===== src/rtl/osd_pkg.sv =====
`timescale 1ns/1ps
package osd_pkg;
    localparam int X_W          = 11;
    localparam int Y_W          = 10;
    localparam int STORE_DEPTH  = 256;
    localparam int ADDR_W       = $clog2(STORE_DEPTH);
    localparam int H_UNIT_LOG2  = 3;
    localparam int V_UNIT_LOG2  = 4;
    localparam int HF_W         = 8 - H_UNIT_LOG2;
    localparam int VF_W         = 8 - V_UNIT_LOG2;
    localparam int NUM_BM       = 2;

    localparam int BM1_BLK_LOG2 = 2;
    localparam int BM1_COLS     = 16;
    localparam int BM1_ROWS     = 16;
    localparam int BM1_BASE     = 192;
    localparam int BM2_BLK_LOG2 = 3;
    localparam int BM2_COLS     = 48;
    localparam int BM2_ROWS     = 16;
    localparam int BM2_BASE     = 0;

    localparam logic [1:0] WSEL_BITMAP = 2'b11;

    typedef enum logic [2:0] {
        SEL_CTRL  = 3'd0,
        SEL_INDEX = 3'd1,
        SEL_DATA  = 3'd2,
        SEL_H1    = 3'd3,
        SEL_H2    = 3'd4,
        SEL_VST   = 3'd5
    } reg_sel_e;

    typedef struct packed {
        logic [1:0]      wsel;
        logic            bm1_en;
        logic            bm2_en;
        logic [HF_W-1:0] h1;
        logic [HF_W-1:0] h2;
        logic [VF_W-1:0] v;
        logic            mesh_en;
        logic            mesh_gray;
    } osd_cfg_t;

    typedef struct packed {
        logic              hit;
        logic [ADDR_W-1:0] addr;
        logic [1:0]        slot;
    } win_t;

    function automatic logic [1:0] pick_code(input logic [7:0] b, input logic [1:0] slot);
        case (slot)
            2'd0:    return b[7:6];
            2'd1:    return b[5:4];
            2'd2:    return b[3:2];
            default: return b[1:0];
        endcase
    endfunction
endpackage


===== src/rtl/osd_regs.sv =====
`timescale 1ns/1ps
module osd_regs
    import osd_pkg::*;
(
    input  logic              clk,
    input  logic              rst,
    input  logic              we,
    input  logic [2:0]        sel,
    input  logic [7:0]        wdata,
    output osd_cfg_t          cfg,
    output logic              mem_we,
    output logic [ADDR_W-1:0] mem_waddr,
    output logic [7:0]        mem_wdata
);
    logic [ADDR_W-1:0] index_q;

    always_ff @(posedge clk) begin
        if (rst) begin
            cfg     <= '0;
            index_q <= '0;
        end else if (we) begin
            case (reg_sel_e'(sel))
                SEL_CTRL: begin
                    cfg.wsel   <= wdata[1:0];
                    cfg.bm1_en <= wdata[3];
                    cfg.bm2_en <= wdata[4];
                end
                SEL_INDEX: index_q <= wdata[ADDR_W-1:0];
                SEL_H1:    cfg.h1  <= wdata[7:H_UNIT_LOG2];
                SEL_H2:    cfg.h2  <= wdata[7:H_UNIT_LOG2];
                SEL_VST: begin
                    cfg.v         <= wdata[7:V_UNIT_LOG2];
                    cfg.mesh_gray <= wdata[1];
                    cfg.mesh_en   <= wdata[0];
                end
                default: ;
            endcase
        end
    end

    always_comb begin
        mem_we    = we && (reg_sel_e'(sel) == SEL_DATA) && (cfg.wsel == WSEL_BITMAP);
        mem_waddr = index_q;
        mem_wdata = wdata;
    end

    AST_INDEX_HOLD: assert property (@(posedge clk) disable iff (rst)
        !(we && reg_sel_e'(sel) == SEL_INDEX) |=> $stable(index_q));
endmodule


===== src/rtl/osd_store.sv =====
`timescale 1ns/1ps
module osd_store #(
    parameter int DEPTH = 256,
    parameter int AW    = $clog2(DEPTH)
) (
    input  logic          clk,
    input  logic          we,
    input  logic [AW-1:0] waddr,
    input  logic [7:0]    wdata,
    input  logic [AW-1:0] raddr,
    output logic [7:0]    rdata
);
    logic [7:0] mem [DEPTH];

    always_ff @(posedge clk) begin
        if (we) mem[waddr] <= wdata;
        rdata <= mem[raddr];
    end
endmodule


===== src/rtl/osd_window.sv =====
`timescale 1ns/1ps
module osd_window
    import osd_pkg::*;
#(
    parameter int BLK_LOG2 = 2,
    parameter int COLS     = 16,
    parameter int ROWS     = 16,
    parameter int BASE     = 192,
    parameter int XW       = X_W,
    parameter int YW       = Y_W
) (
    input  logic          clk,
    input  logic          rst,
    input  logic [XW-1:0] x,
    input  logic [YW-1:0] y,
    input  logic [XW-1:0] hstart,
    input  logic [YW-1:0] vstart,
    input  logic          en,
    output win_t          w
);
    localparam int W_PIX = COLS << BLK_LOG2;
    localparam int H_PIX = ROWS << BLK_LOG2;
    localparam int BYTES = (COLS * ROWS) / 4;

    logic [XW-1:0] dx;
    logic [YW-1:0] dy;
    logic          in_x, in_y;
    logic [15:0]   col, row, idx;

    always_comb begin
        dx     = x - hstart;
        dy     = y - vstart;
        in_x   = (x >= hstart) && (dx < XW'(W_PIX));
        in_y   = (y >= vstart) && (dy < YW'(H_PIX));
        col    = 16'(dx >> BLK_LOG2);
        row    = 16'(dy >> BLK_LOG2);
        idx    = row * 16'(COLS) + col;
        w.hit  = en && in_x && in_y;
        w.addr = ADDR_W'(16'(BASE) + (idx >> 2));
        w.slot = idx[1:0];
    end

    AST_ADDR_IN_MAP: assert property (@(posedge clk) disable iff (rst)
        w.hit |-> ((int'(w.addr) >= BASE) && (int'(w.addr) < BASE + BYTES)));
endmodule


===== src/rtl/osd_overlay_top.sv =====
`timescale 1ns/1ps
module osd_overlay_top
    import osd_pkg::*;
#(
    parameter int XW = X_W,
    parameter int YW = Y_W
) (
    input  logic          clk,
    input  logic          rst,
    input  logic          cfg_we,
    input  logic [2:0]    cfg_sel,
    input  logic [7:0]    cfg_wdata,
    input  logic [XW-1:0] px_x,
    input  logic [YW-1:0] px_y,
    input  logic          px_act,
    output logic [1:0]    osd_code,
    output logic          osd_mesh,
    output logic          osd_mesh_gray
);
    osd_cfg_t          cfg;
    logic              mem_we;
    logic [ADDR_W-1:0] mem_waddr;
    logic [7:0]        mem_wdata;
    logic [ADDR_W-1:0] raddr;
    logic [7:0]        rdata;
    logic [XW-1:0]     hst [NUM_BM];
    logic [YW-1:0]     vst;
    logic              shown [NUM_BM];
    win_t              win [NUM_BM];
    logic              take1, take2;
    logic [1:0]        slot_c;
    logic              s1_hit;
    logic [1:0]        s1_slot;
    logic [1:0]        code_c;

    osd_regs u_regs (
        .clk(clk), .rst(rst), .we(cfg_we), .sel(cfg_sel), .wdata(cfg_wdata),
        .cfg(cfg), .mem_we(mem_we), .mem_waddr(mem_waddr), .mem_wdata(mem_wdata)
    );

    osd_store #(.DEPTH(STORE_DEPTH), .AW(ADDR_W)) u_store (
        .clk(clk), .we(mem_we), .waddr(mem_waddr), .wdata(mem_wdata),
        .raddr(raddr), .rdata(rdata)
    );

    always_comb begin
        hst[0]   = XW'({cfg.h1, {H_UNIT_LOG2{1'b0}}});
        hst[1]   = XW'({cfg.h2, {H_UNIT_LOG2{1'b0}}});
        vst      = YW'({cfg.v, {V_UNIT_LOG2{1'b0}}});
        shown[0] = cfg.bm1_en;
        shown[1] = cfg.bm2_en;
    end

    for (genvar g = 0; g < NUM_BM; g++) begin : g_win
        localparam int BLK  = (g == 0) ? BM1_BLK_LOG2 : BM2_BLK_LOG2;
        localparam int COLS = (g == 0) ? BM1_COLS     : BM2_COLS;
        localparam int ROWS = (g == 0) ? BM1_ROWS     : BM2_ROWS;
        localparam int BASE = (g == 0) ? BM1_BASE     : BM2_BASE;
        osd_window #(
            .BLK_LOG2(BLK), .COLS(COLS), .ROWS(ROWS), .BASE(BASE), .XW(XW), .YW(YW)
        ) u_win (
            .clk(clk), .rst(rst), .x(px_x), .y(px_y),
            .hstart(hst[g]), .vstart(vst), .en(shown[g]), .w(win[g])
        );
    end

    // Stage 0: pick one bitmap per pixel; the first one wins on overlap.
    always_comb begin
        take1  = px_act && win[0].hit;
        take2  = px_act && win[1].hit && !take1;
        raddr  = take1 ? win[0].addr : win[1].addr;
        slot_c = take1 ? win[0].slot : win[1].slot;
    end

    // Stage 1: store read in flight, window result kept alongside.
    always_ff @(posedge clk) begin
        if (rst) begin
            s1_hit  <= 1'b0;
            s1_slot <= 2'd0;
        end else begin
            s1_hit  <= take1 || take2;
            s1_slot <= slot_c;
        end
    end

    always_comb code_c = s1_hit ? pick_code(rdata, s1_slot) : 2'b00;

    // Stage 2: registered outputs.
    always_ff @(posedge clk) begin
        if (rst) begin
            osd_code      <= 2'b00;
            osd_mesh      <= 1'b0;
            osd_mesh_gray <= 1'b0;
        end else begin
            osd_code      <= code_c;
            osd_mesh      <= cfg.mesh_en && s1_hit && (code_c == 2'b00);
            osd_mesh_gray <= cfg.mesh_en && cfg.mesh_gray && s1_hit && (code_c == 2'b00);
        end
    end

    AST_IDLE_CLEAR: assert property (@(posedge clk) disable iff (rst)
        !$past(px_act, 2) |-> (osd_code == 2'b00) && !osd_mesh);
    AST_CODE_IN_WIN: assert property (@(posedge clk) disable iff (rst)
        (osd_code != 2'b00) |-> $past(s1_hit));
    AST_MESH_TRANSPARENT: assert property (@(posedge clk) disable iff (rst)
        osd_mesh |-> (osd_code == 2'b00));
    AST_GRAY_NEEDS_MESH: assert property (@(posedge clk) disable iff (rst)
        osd_mesh_gray |-> osd_mesh);
endmodule


===== config.mk =====
export PLATFORM = sky130hd
export DESIGN_NAME = osd_overlay_top
export DESIGN_NICKNAME = d
export VERILOG_FILES = /design/src/rtl/osd_pkg.sv /design/src/rtl/osd_regs.sv /design/src/rtl/osd_store.sv /design/src/rtl/osd_window.sv /design/src/rtl/osd_overlay_top.sv
export SDC_FILE = /design/constraint.sdc
export NUM_CORES = 2
export LEC_CHECK = 0
export BUFFER_PORTS_ARGS = -buffer_cell sky130_fd_sc_hd__buf_2
export CORE_MARGIN = 10
export CORE_UTILIZATION = 38
export CTS_CLUSTER_SIZE = 8
export DETAILED_ROUTE_END_ITERATION = 6
export PLACE_DENSITY = 0.54
export SYNTH_ARGS = -nofsm -noshare
export SYNTH_HDL_FRONTEND = slang
export SYNTH_SLANG_ARGS = --single-unit

===== constraint.sdc =====
create_clock -name clk -period 6.6 [get_ports clk]
set_input_delay 0.33 -clock clk [delete_from_list [all_inputs] [get_ports clk]]
set_output_delay 0.33 -clock clk [all_outputs]
set_load 0.03 [all_outputs]

* Word-level counts from Yosys, hierarchy flattened
Memory sizes are Yosys's and may differ from the RTL's. A register that Yosys moved wholly into a read port is not among the register bits.
Index checks and enable logic that the tools add are counted.
** Operators by class
- Muxes and demuxes :: 6
- Divide/modulo/power cells :: 0
- Shift-type cells :: 0
- Equal/unequal tests :: 8
- Reduce and logical (&&, ||, !) cells :: 28
- Order comparisons :: 7
- Bitwise operators :: 0
- $add $sub $neg :: 6
- $mul :: 1
** Operator list (number)
- $ge 11x8->1 :: 2
- $sub 11x8->11 :: 2
- $logic_and 1x1->1 :: 18
- $lt 11x7->1 const B :: 1
- $lt 11x9->1 const B :: 1
- $add 10x8->10 :: 1
- $add 10x9->10 :: 1
- $ge 10x8->1 :: 1
- $lt 10x7->1 const B :: 1
- $lt 10x8->1 const B :: 1
- $reduce_and 2->1 :: 5
- $sub 10x8->10 :: 1
- $add 8x8->8 const A :: 1
- $mux 8 :: 1
- $mul 7x2->6 const B :: 1
- $eq 3x2->1 const B :: 2
- $eq 3x3->1 const B :: 2
- $pmux 2 s3 :: 1
- $eq 2x2->1 const B :: 2
- $logic_not 2->1 :: 2
- $mux 2 :: 2
- $eq 3x1->1 const B :: 1
- $logic_not 3->1 :: 1
- $eq 2x1->1 const B :: 1
- other kinds (3) :: 4
** Word-level totals
- Memory bits (writable) :: 2048
- Memories kept :: 1
- Logic and storage cells :: 71
- Input port bits :: 36
- Bits in latches :: 0
- Register bits after elaboration :: 35
- Bits in read-only memories :: 0
** Memories
- u_store.mem :: words 256, width 8, rd ports 1, clocked after memory_dff 1, wr ports 1, RTL line osd_store.sv:13 : logic [7:0] mem [DEPTH];

* Logic depth before layout (Yosys ltp)
- Depth after elaboration :: 9
- Depth in mapped cells :: 26
- Depth with buffers taken out :: 21

* By module
Synthesis repeated with hierarchy kept, for this count alone.
** Unflattened totals
- Cells, all modules :: 4202
- Area, all modules :: 83466.3 um^2
** By module, submodules not included
- osd_store :: cells each 3733, area each 79556.3 um^2, times used 1
- osd_window (g_win[1].u_win) :: cells each 173, area each 1261.2 um^2, times used 1
- osd_regs :: cells each 116, area each 1241.2 um^2, times used 1
- osd_window (g_win[0].u_win) :: cells each 140, area each 1001.0 um^2, times used 1
- osd_overlay_top :: cells each 40, area each 406.6 um^2, times used 1

* Least setup slack after synthesis
Ideal clock, no wire load.
- Path type :: reg2reg
- From :: register u_regs.cfg[4] (netlist name)
- To :: register u_store.rdata[1] (read register of u_store.mem)
- Required time :: 6.466 ns
- Period minus slack after synthesis :: 4.819 ns
- Setup time :: 0.134 ns
- Arrival :: 4.685 ns
- Path slack :: 1.781 ns
- Stages on the path, launching flop included :: 23
- Cell sequence :: dfxtp_1 -> inv_1 -> ha_1 -> nand2_1 -> o21ai_1 -> xor2_1 -> clkinv_1 -> ha_1 -> and3b_1 -> o2111a_1 -> and4_1 -> buf_6 -> and3_1 -> buf_4 -> nor2_8 -> buf_4 -> buf_2 -> buf_1 -> mux2i_1 -> o22ai_1 -> o21ai_0 -> o2111ai_1 -> or4_1
** Between the ends
- Word-level cells in the longest chain between the ends :: 6
** Ends and longest elaborated chain
- parallel branches: the longest is 5 deep, another holds $sub 10x8->10
- $mux 8 * :: RTL line osd_overlay_top.sv:71 : raddr = take1 ? win[0].addr : win[1].addr;
- to (decl) :: RTL line osd_store.sv:11 : output logic [7:0] rdata
Mark *: on every way between the ends.
A chain may end at the register's enable or synchronous reset.

* Worst setup path in the final report
- From :: register u_regs.cfg[4] (netlist name)
- To :: register u_store.rdata[0] (read register of u_store.mem)
** Between the ends
- Word-level cells in the longest chain between the ends :: 6
** Ends and longest elaborated chain (RTL line)
- parallel branches: the longest is 5 deep, another holds $sub 10x8->10
- $mux 8 * :: osd_overlay_top.sv:71
Marked as above.

==> results.cfg <==
[floorplan]
io_pins = 40
dieArea_mm2 = 0.240
core_mm2 = 0.220
die_w_um = 490
num_rows = 172
start_util = 0.382
dieHeight_um = 490

[cells_and_area]
syn_to_final_growth_pct = 15.5
drive_gt1_frac = 0.106
fin_nets = 6243

[sta]
finClkSkew_ns = 0.0573
maxSlewViolCount = 0
fmax_mhz = 159
worstMarginPinSlew_ns = 1.39
min_period_over_period = 0.952
min_period_ns = 6.28
tns_ns = 0
hold_viol_final = 0
max_slew_margin = 0.0608
finalSetupViolCount = 0
rsz0062_at_grt = no

[global_routing]
grtUsageTotal = 0.216
grt_max_degree = 195
antenna_found_initial = 19
grt_pass1_vias = 50900
overflow = 0
grt_pass1_wl_mm = 377

[clock_network]
root_buffer = clkbuf_16
cts_setup_buffers = 0
cts.reportedPaths.clkPinSlew_ns = 0.05
numCtsBuffers = 311
cts_tree = yes
clockBufferDepth = 4
clk-insertion-delay-late_ns = 0.93
htreeDepth = 5
cts.sinks = 2091

[flow_run]
maxCapViolations = 0

[status]
status = finished, final reports clean

[detailed_routing]
first_pass_iters = 6
drt-initial-drc-count = 6643
drc_errors = 0
routed_wl_mm = 265
postRouteAntennaNets = 0
vias_per_cell = 5.84
wl_per_cell_um = 29.2
num_vias = 53100

[power_and_ir_drop]
powerDensity_mw_per_mm2 = 345
max-vdd-ir-drop_mv = 0.218
fin_total_pwr_mw = 33.4
p_leak_nw = 32.6

[synthesis]
seq_area_frac_synth = 0.744
synth_seq_cells = 2091
yosysUniqueCellTypes = 80
synthArstFlopShare = 0
avgSynthCellArea_um2 = 14.2
synth-edff-count = 2048
synthCells = 5914
ys_warn_count = 0
synth_ff_type = edfxtp_1
syn_nets = 5984
syn_area_mm2 = 0.0838

[min_path]
min_path_type = in2reg

[placement]
port-buffer-count = 37
place_congestion = 0.892
dp_hpwl_mm = 166

[setup_path]
critPathLaunchType = flip-flop
path_max_fanout = 26
worstSetupEndpointType = flip-flop
cp_data_required_time_ns = 7.37
crit_type = reg2reg
arrival_ns = 7.05
## cell usage after synthesis, types with 8 or more instances
cell	count	area, µm²
edfxtp_1	2048	61500
nand2_1	1206	4530
mux2i_1	423	4230
nor2_1	354	1330
nand3_1	309	1550
a21oi_1	151	756
buf_2	149	746
clkbuf_1	134	503
o22ai_1	126	788
nand4_1	120	751
a32oi_1	110	963
a31oi_1	99	619
o21ai_0	91	455
and3_1	55	344
a211oi_1	49	368
dfxtp_1	43	861
nor4_1	39	244
a311oi_1	33	289
buf_4	32	240
inv_1	30	113
buf_1	29	109
ha_1	28	350
nor2b_1	16	100
nor3_1	16	80.1
and2_1	15	93.8
a21o_1	12	90.1
mux2_2	12	135
xor2_1	12	105
o2111ai_1	11	96.3
xnor2_1	10	87.6
a22oi_1	8	60.1
## placed cells by master (no fill, tap or decap), types with 8 or more instances in the layout
| cell type | count |
|---|---|
| edfxtp_1 | 2048 |
| nand2_1 | 1200 |
| nor2b_1 | 16 |
| nand3_1 | 307 |
| nor4_1 | 39 |
| inv_1 | 30 |
| a31oi_1 | 97 |
| buf_12 | 40 |
| buf_2 | 29 |
| dfxtp_1 | 43 |
| xnor2_1 | 10 |
| mux2_2 | 10 |
| mux2i_1 | 420 |
| nor2_1 | 354 |
| nand4_1 | 120 |
| nor3_1 | 16 |
| clkbuf_8 | 8 |
| a21oi_1 | 149 |
| dlygate4sd3_1 | 10 |
| ha_1 | 28 |
| o22ai_1 | 126 |
| a311oi_1 | 33 |
| o21ai_0 | 91 |
| o2111ai_1 | 11 |
| clkbuf_16 | 318 |
| a21o_1 | 12 |
| and3_1 | 55 |
| buf_4 | 207 |
| a211oi_1 | 49 |
| clkbuf_1 | 33 |
| xor2_1 | 12 |
| and2_1 | 15 |
| a32oi_1 | 110 |
## metal layers
layer | up-vias | wire length [µm] | global-route usage
met5 | - | 89 | 0
met3 | 475 | 24100 | 0.0445
li1 | 22900 | - | -
met4 | 14 | 9550 | 0.0755
met1 | 27200 | 113000 | 0.306
met2 | 2578 | 119000 | 0.329
## what timing repair did
action	CTS	global route
hold buffers	10	0
resized for setup	0	0
endpoints found under the hold margin	110	0
## final timing paths
check | depth (start not counted) | slack (ns) | end | from
min | 1 | 0.08 | u_store.mem[145][3] | cfg_wdata[3]
max | 22 | 0.32 | u_store.rdata[0] | u_regs.cfg[4]
max reg2reg | 22 | 0.32 | u_store.rdata[0] | u_regs.cfg[4]
min reg2reg | 2 | 0.44 | osd_mesh | u_regs.cfg[1]
## cell type report
type                            instances  area (µm²)
Clock buffer                          351        8080
Multi-Input combinational cell       3444       19900
Tap cell                             2871        3590
Antenna cell                            3        7.51
Sequential cell                      2091       62400
Inverter                               31         116
Clock inverter                          6        50.0
Fill cell                           19500      123000
Timing Repair Buffer                  294        2710
## sequential cells by signal, indices dropped and copies added, names as in the netlist
signal / cells
u_store.mem: 2048
u_regs.cfg: 20
u_regs.mem_waddr: 8
u_store.rdata: 8
osd_code: 2
s1_slot: 2
osd_mesh: 1
osd_mesh_gray: 1
s1_hit: 1
## per-stage QoR
stage                util  setup WS (ns)  cells  hold slack, ns  area, µm²
global route        0.441         0.0538   9089          0.0757      96900
floorplan               -           1.78   5914           0.403      83800
finish              0.441          0.319   9091          0.0776      96900
global placement    0.404          0.398   8721           0.442      88600
CTS                 0.441          0.394   9088          0.0305      96900
detailed placement  0.404          0.367   8721           0.446      88600
## worst max-delay path, cell delays in order (launching register included)
cell	delay, ns
dfxtp_1	0.33
inv_1	0.05
ha_1	0.35
nand2_1	0.08
o21ai_1	0.24
xor2_1	0.28
clkinv_1	0.31
ha_1	0.27
and3b_1	0.16
o2111a_1	0.16
and4_1	0.37
and3_1	0.33
nor2_8	0.53
buf_4	0.41
buf_4	0.39
mux2i_1	0.27
o22ai_1	0.13
nor4_1	0.45
buf_4	0.19
nand3_1	0.12
a222oi_1	0.42
buf_4	0.20
nand4_1	0.08
## power breakdown
group          leakage (nW)  switching, mW  total [mW]  internal (mW)
Combinational          9.84           3.57        4.94           1.38
Sequential             18.7         0.0149        14.7           14.6
Clock                  3.98           5.34        13.8           8.46
Total                  32.6           8.92        33.4           24.5
## cell families after synthesis
group           after synthesis  synth area share
xor+xnor                     23           0.00257
mux                         438            0.0528
simple gates               2169             0.111
compound gates              780            0.0634
buf+inv                     379            0.0210
fa+ha+maj                    34           0.00561
flops                      2091             0.744
Power figures use the tool's default switching activity.
